==> src/rtl/nic_cmd_pkg.sv <==
package nic_cmd_pkg;

    localparam int STAT_W   = 9;
    localparam int OPC_W    = 5;
    localparam int ARG_W    = 11;
    localparam int WIN_W    = 3;
    localparam int EVT_W    = STAT_W - 1;
    localparam logic [STAT_W-1:0] INT_CAPABLE = 9'h1FE;
    localparam int REQ_BIT  = 6;

    localparam logic [OPC_W-1:0] OP_SEL_WIN = 5'h01;
    localparam logic [OPC_W-1:0] OP_RX_RST  = 5'h05;
    localparam logic [OPC_W-1:0] OP_TX_RST  = 5'h0B;
    localparam logic [OPC_W-1:0] OP_REQ_INT = 5'h0C;
    localparam logic [OPC_W-1:0] OP_ACK     = 5'h0D;
    localparam logic [OPC_W-1:0] OP_SET_IEN = 5'h0E;
    localparam logic [OPC_W-1:0] OP_SET_IND = 5'h0F;

    typedef struct packed {
        logic             sel_win;
        logic             rst_cmd;
        logic             req_int;
        logic             ack;
        logic             set_ien;
        logic             set_ind;
        logic [ARG_W-1:0] arg;
    } cmd_t;

    typedef enum logic [0:0] {
        ST_IDLE = 1'b0,
        ST_BUSY = 1'b1
    } busy_state_t;

endpackage

==> src/rtl/nic_cmd_decode.sv <==
module nic_cmd_decode
    import nic_cmd_pkg::*;
(
    input  logic                     wr_en,
    input  logic [OPC_W+ARG_W-1:0]   wr_data,
    output cmd_t                     cmd
);
    logic [OPC_W-1:0] opc;

    assign opc = wr_data[OPC_W+ARG_W-1:ARG_W];

    always_comb begin
        cmd     = '0;
        cmd.arg = wr_data[ARG_W-1:0];
        if (wr_en) begin
            unique case (opc)
                OP_SEL_WIN:           cmd.sel_win = 1'b1;
                OP_RX_RST, OP_TX_RST: cmd.rst_cmd = 1'b1;
                OP_REQ_INT:           cmd.req_int = 1'b1;
                OP_ACK:               cmd.ack     = 1'b1;
                OP_SET_IEN:           cmd.set_ien = 1'b1;
                OP_SET_IND:           cmd.set_ind = 1'b1;
                default:              ;
            endcase
        end
    end
endmodule

==> src/rtl/nic_busy_fsm.sv <==
module nic_busy_fsm #(
    parameter int BUSY_CYCLES = 6
) (
    input  logic clk,
    input  logic rst_n,
    input  logic rst_cmd,
    output logic busy
);
    import nic_cmd_pkg::*;

    localparam int CNT_W = (BUSY_CYCLES > 1) ? $clog2(BUSY_CYCLES) : 1;
    localparam logic [CNT_W-1:0] RELOAD = CNT_W'(BUSY_CYCLES - 1);

    busy_state_t       state_q, state_d;
    logic [CNT_W-1:0]  cnt_q, cnt_d;

    always_ff @(posedge clk) begin
        if (!rst_n) begin
            state_q <= ST_IDLE;
            cnt_q   <= '0;
        end else begin
            state_q <= state_d;
            cnt_q   <= cnt_d;
        end
    end

    always_comb begin
        state_d = state_q;
        cnt_d   = cnt_q;
        unique case (state_q)
            ST_IDLE: begin
                if (rst_cmd) begin
                    state_d = ST_BUSY;
                    cnt_d   = RELOAD;
                end
            end
            ST_BUSY: begin
                if (rst_cmd) begin
                    cnt_d = RELOAD;
                end else if (cnt_q == '0) begin
                    state_d = ST_IDLE;
                end else begin
                    cnt_d = cnt_q - 1'b1;
                end
            end
            default: state_d = ST_IDLE;
        endcase
    end

    always_comb begin
        busy = (state_q == ST_BUSY);
    end

    // leaving BUSY happens only once the count has run out
    p_busy_exit_r8: assert property (@(posedge clk) disable iff (!rst_n)
        (state_q == ST_BUSY && !rst_cmd && cnt_q != '0) |=> (state_q == ST_BUSY));
endmodule

==> src/rtl/nic_int_status.sv <==
module nic_int_status
    import nic_cmd_pkg::*;
(
    input  logic               clk,
    input  logic               rst_n,
    input  cmd_t               cmd,
    input  logic [EVT_W-1:0]   evt_in,
    output logic [STAT_W-1:0]  stat,
    output logic               irq
);
    logic [STAT_W-1:0] ien_q, ind_q;
    logic [STAT_W-1:0] raw_set, gated_set, clr_vec;
    logic              latch_set;

    always_ff @(posedge clk) begin
        if (!rst_n) begin
            ien_q <= '0;
            ind_q <= '0;
        end else begin
            if (cmd.set_ien) ien_q <= cmd.arg[STAT_W-1:0];
            if (cmd.set_ind) ind_q <= cmd.arg[STAT_W-1:0];
        end
    end

    always_comb begin
        raw_set          = {evt_in, 1'b0};
        raw_set[REQ_BIT] = raw_set[REQ_BIT] | cmd.req_int;
        gated_set        = raw_set & ind_q & INT_CAPABLE;
        latch_set        = |gated_set;
        clr_vec          = cmd.ack ? cmd.arg[STAT_W-1:0] : '0;
    end

    always_ff @(posedge clk) begin
        if (!rst_n)               stat[0] <= 1'b0;
        else if (latch_set)       stat[0] <= 1'b1;
        else if (clr_vec[0])      stat[0] <= 1'b0;
    end

    for (genvar k = 1; k < STAT_W; k++) begin : g_bit
        always_ff @(posedge clk) begin
            if (!rst_n)            stat[k] <= 1'b0;
            else if (gated_set[k]) stat[k] <= 1'b1;
            else if (clr_vec[k])   stat[k] <= 1'b0;
        end
    end

    always_comb begin
        irq = stat[0] && |(stat & ien_q & INT_CAPABLE);
    end

    // a pure acknowledge leaves none of its named bits set
    p_ack_clears_r6: assert property (@(posedge clk) disable iff (!rst_n)
        (cmd.ack && evt_in == '0) |=> ((stat & $past(cmd.arg[STAT_W-1:0])) == '0));

    // an indicated event always leaves the latch set
    p_latch_on_event_r4: assert property (@(posedge clk) disable iff (!rst_n)
        (|({evt_in, 1'b0} & ind_q)) |=> stat[0]);

    // a bit that nothing indicated stays clear
    p_masked_event_r3: assert property (@(posedge clk) disable iff (!rst_n)
        (!stat[1] && !ind_q[1]) |=> !stat[1]);
endmodule

==> src/rtl/nic_cmd_front.sv <==
module nic_cmd_front #(
    parameter int BUSY_CYCLES = 6
) (
    input  logic        clk,
    input  logic        rst_n,
    input  logic        wr_en,
    input  logic [15:0] wr_data,
    input  logic [7:0]  evt_in,
    output logic [15:0] rd_data,
    output logic        irq,
    output logic        cmd_busy
);
    import nic_cmd_pkg::*;

    cmd_t               cmd;
    logic [WIN_W-1:0]   win_q;
    logic [STAT_W-1:0]  stat;

    nic_cmd_decode u_dec (
        .wr_en   (wr_en),
        .wr_data (wr_data),
        .cmd     (cmd)
    );

    nic_busy_fsm #(.BUSY_CYCLES(BUSY_CYCLES)) u_busy (
        .clk     (clk),
        .rst_n   (rst_n),
        .rst_cmd (cmd.rst_cmd),
        .busy    (cmd_busy)
    );

    nic_int_status u_stat (
        .clk    (clk),
        .rst_n  (rst_n),
        .cmd    (cmd),
        .evt_in (evt_in),
        .stat   (stat),
        .irq    (irq)
    );

    always_ff @(posedge clk) begin
        if (!rst_n)           win_q <= '0;
        else if (cmd.sel_win) win_q <= cmd.arg[WIN_W-1:0];
    end

    assign rd_data = {win_q, cmd_busy, 3'b000, stat};

    // window selection is visible one cycle after the command
    p_window_r2: assert property (@(posedge clk) disable iff (!rst_n)
        (wr_en && wr_data[15:11] == 5'h01) |=> (rd_data[15:13] == $past(wr_data[2:0])));

    // busy only ever starts from a reset command
    p_busy_cause_r8: assert property (@(posedge clk) disable iff (!rst_n)
        $rose(cmd_busy) |-> $past(wr_en && (wr_data[15:11] == 5'h05 || wr_data[15:11] == 5'h0B)));

    // the interrupt line needs the latch
    p_irq_latch_r5: assert property (@(posedge clk) disable iff (!rst_n)
        irq |-> rd_data[0]);
endmodule

==> config.mk <==
export PLATFORM = sky130hd
export DESIGN_NAME = nic_cmd_front
export DESIGN_NICKNAME = d
export VERILOG_FILES = /design/src/rtl/nic_cmd_pkg.sv /design/src/rtl/nic_cmd_decode.sv /design/src/rtl/nic_busy_fsm.sv /design/src/rtl/nic_int_status.sv /design/src/rtl/nic_cmd_front.sv
export SDC_FILE = /design/constraint.sdc
export NUM_CORES = 1
export LEC_CHECK = 0
export BUFFER_PORTS_ARGS = -buffer_cell sky130_fd_sc_hd__buf_2
export CAP_MARGIN = 40
export CORE_UTILIZATION = 50
export DETAILED_ROUTE_END_ITERATION = 6
export PLACE_DENSITY = 0.85
export SKIP_LAST_GASP = 1
export SYNTH_ARGS = -nofsm -noshare
export SYNTH_HDL_FRONTEND = slang
export SYNTH_HIERARCHICAL = 1
export SYNTH_SLANG_ARGS = --single-unit
==> constraint.sdc <==
create_clock -name clk -period 1.8 [get_ports clk]
set_clock_uncertainty 0.1 [all_clocks]
set_input_delay 0.36 -clock clk [delete_from_list [all_inputs] [get_ports clk]]
set_output_delay 0.36 -clock clk [all_outputs]
set_load 0.005 [all_outputs]
==> summary by stage <==
Run status
The run finished with clean final reports.

Power and ir drop
The sequential power share is 53.2%. The switching power of the nets is around 0.00031 W. The internal power of the cells totals about 0.0010 W. Of the total power, the share spent switching nets is between 20% and 30%. The combinational share of power is approximately 6.5%. In this run the static leakage power is between 0.6 and 0.7 nW. The peak supply drop is about 0.00070 V. The power per cell area is ~800 nW/um2. Total power for the finished layout comes to between 0.001 and 0.0015 W. In this run, the clock network consumes 40.3% of the power.

Critical path
The critical setup path kind is reg2out. STA classifies the critical path endpoint as a primary output. STA classifies the critical path startpoint as a flop. The data arrival time of the worst path is between 1 and 1.5 ns. STA puts the critical path data required time at about 1.3 ns.

The top fanout value on the critical path is 2.

GRT
Global routing consumed, over all layers together, between 20% and 30% of the routing resources. For this run the aggregate overflow at the end of global routing stands at 0. The number of antenna violations at the first check in global routing is 0. The pin count of the biggest net entering global routing is 26. The first global-routing pass estimated approximately 5000 um of wire. The via count of the first global-routing pass is ~1200.

Finish
The area growth from synthesis to layout is 15.9%. The number of diodes is 0. Cells fill around three fifths of the core in the end. After the last flow step, the layout net total stands at between 200 and 250. The post-route netlist has 30.7% of its cells at a drive strength greater than 1. The filler-free cell count of the finished design is 223.

STA
After layout, the minimum clock period comes to 1.65 ns. The timing-limited maximum frequency is 0.605 GHz. The final period utilization is between 90% and 100%. Setup repair after global routing left no endpoint under its margin. After routing, the total negative slack on setup checks comes to 0 ns.

The number of setup violations in the final report is 0. The slack of the critical path is between 0.1 and 0.15 ns. The final hold violation count is 0. The number of slew-limit violations in the final report came to 0.

CTS
The tree built by TritonCTS fans out to 32 sinks. CTS placed an instance of sky130_fd_sc_hd__clkbuf_4 at the clock tree root. Hold repair after CTS inserted 0 buffers. The number of gates resized after CTS was 0. TritonCTS created 5 clock buffers. The maximum clock path buffer count is 2.

The CTS tree is built. The clock input transition at the sequential cells of the worst setup and hold paths is around 0.11 ns. At the later pin of the worst-skew pair, clock insertion delay measures between 0.3 and 0.4 ns. The H-tree generated during clock tree synthesis spans 2 levels. The number of setup buffers added after CTS is 0.

Drt
The count of nets left with antenna violations once routing finished came out at 0. The total wire length after detailed routing is approximately 3100 um. After detailed routing, the average wire length per cell comes to approximately 14 um. The first-iteration detailed-routing DRC count is 37. The number of search-and-repair iterations in the first detailed-routing pass is 4. The via count is 1211. Using the TritonRoute via totals, the vias-per-cell ratio works out to roughly 5.4.

The number of remaining DRC errors is 0.

Floorplan
The initial core utilization is approximately 53%. The floorplan die width is ~56 um. The die covers 3150 um2. The core region is roughly 2800 um2.

between 40 and 50 I/O pins were placed. In this run the vertical extent of the chip is about 56 um. The row count is 19.

Job
The tool flagged a number of max-cap violations equal to 0.

Logic synthesis
After synthesis the cells add up to 1460 um2. For this run, the number of Yosys warnings is 6. After synthesis, the mean cell area works out to 9.38 um2. Synthesis produced a netlist whose cell count is ~160.

Placement
The wire-length estimate of the detail-placed layout is roughly 2400 um. The placer's final routability congestion estimate is between 0.7 and 0.8. In this run the tool buffered the top-level ports with 39 buffer cells.

The number of placed instances with taps included is 215. Prior to clock tree synthesis, the placed netlist has a worst setup slack of ~0.11 ns.

Hold path
The class of the tightest hold or removal check is in2reg.
-- through the flow --
step	cell area, um2	hold WS [ns]
2_1_floorplan	1470	0.353
6_report	1700	0.192
5_1_grt	1700	0.184
3_5_place_dp	1620	0.389
3_3_place_gp	1620	0.360
4_1_cts	1700	0.184
-- critical path: stages, from the launching register on --
cell	delay (ns)
sky130_fd_sc_hd__dfxtp_1	0.33
sky130_fd_sc_hd__a22oi_1	0.23
sky130_fd_sc_hd__a41oi_1	0.15
sky130_fd_sc_hd__buf_2	0.15
-- cell type report --
type / count / area (um2)
inverters: 7 / 26.3
fillers: 240 / 1060
repair buffers: 44 / 233
clock inverters: 3 / 42.5
multi-input cells: 101 / 678
flip-flops and latches: 32 / 641
well taps: 31 / 38.8
clock buffers: 5 / 37.5
-- state kept, by name, indices dropped and copies added, names as in the netlist --
name and cells:
u_busy/cnt_q 3, u_stat/stat 9, u_busy/busy 1, win_q 3, u_stat/ind_q 8, u_stat/ien_q 8
-- per-layer routing --
metal | wire [um] | track usage, % | vias to the layer above
li1 | - | - | 599
met1 | 1320 | 24.0 | 567
met2 | 1580 | 37.9 | 40
met3 | 169 | 4.88 | 5
met4 | 36 | 6.27 | 0
met5 | 0 | 0 | -
-- power groups by stage --
stage	Sequential (W)	Clock, W	Combinational [W]
finish	0.000718	0.000543	0.0000881
detailed placement	0.000734	0	0.0000874
global placement	0.000734	0	0.0000829
CTS	0.000718	0.000551	0.0000879
global route	0.000719	0.000573	0.0000965
floorplan	0.000734	0	0.0000612
-- worst paths after layout --
path                                startpoint                            to  slack, ns  cells after the start
setup / recovery  u_stat/ien_q[2]$_SDFFE_PN0P_                           irq       0.15                      3
hold / removal                      wr_data[5]  u_stat/ien_q[5]$_SDFFE_PN0P_       0.19                      3
setup reg to reg  u_busy/cnt_q[0]$_SDFFE_PN0P_  u_busy/cnt_q[1]$_SDFFE_PN0P_       0.38                      5
hold reg to reg    u_stat/stat[6]$_SDFFE_PN0P_   u_stat/stat[6]$_SDFFE_PN0P_       0.41                      2
-- layout by cell type, fill, tap and decap left out, types with 4 or more instances in the layout --
master                     instances
sky130_fd_sc_hd__buf_2            39
sky130_fd_sc_hd__dfxtp_1          32
sky130_fd_sc_hd__nor2_1           25
sky130_fd_sc_hd__mux2i_1          19
sky130_fd_sc_hd__a22oi_1          12
sky130_fd_sc_hd__nand2_1          10
sky130_fd_sc_hd__inv_1             6
sky130_fd_sc_hd__clkbuf_4          5
sky130_fd_sc_hd__buf_4             5
sky130_fd_sc_hd__nor3_1            4
Power figures use the tool's default switching activity.
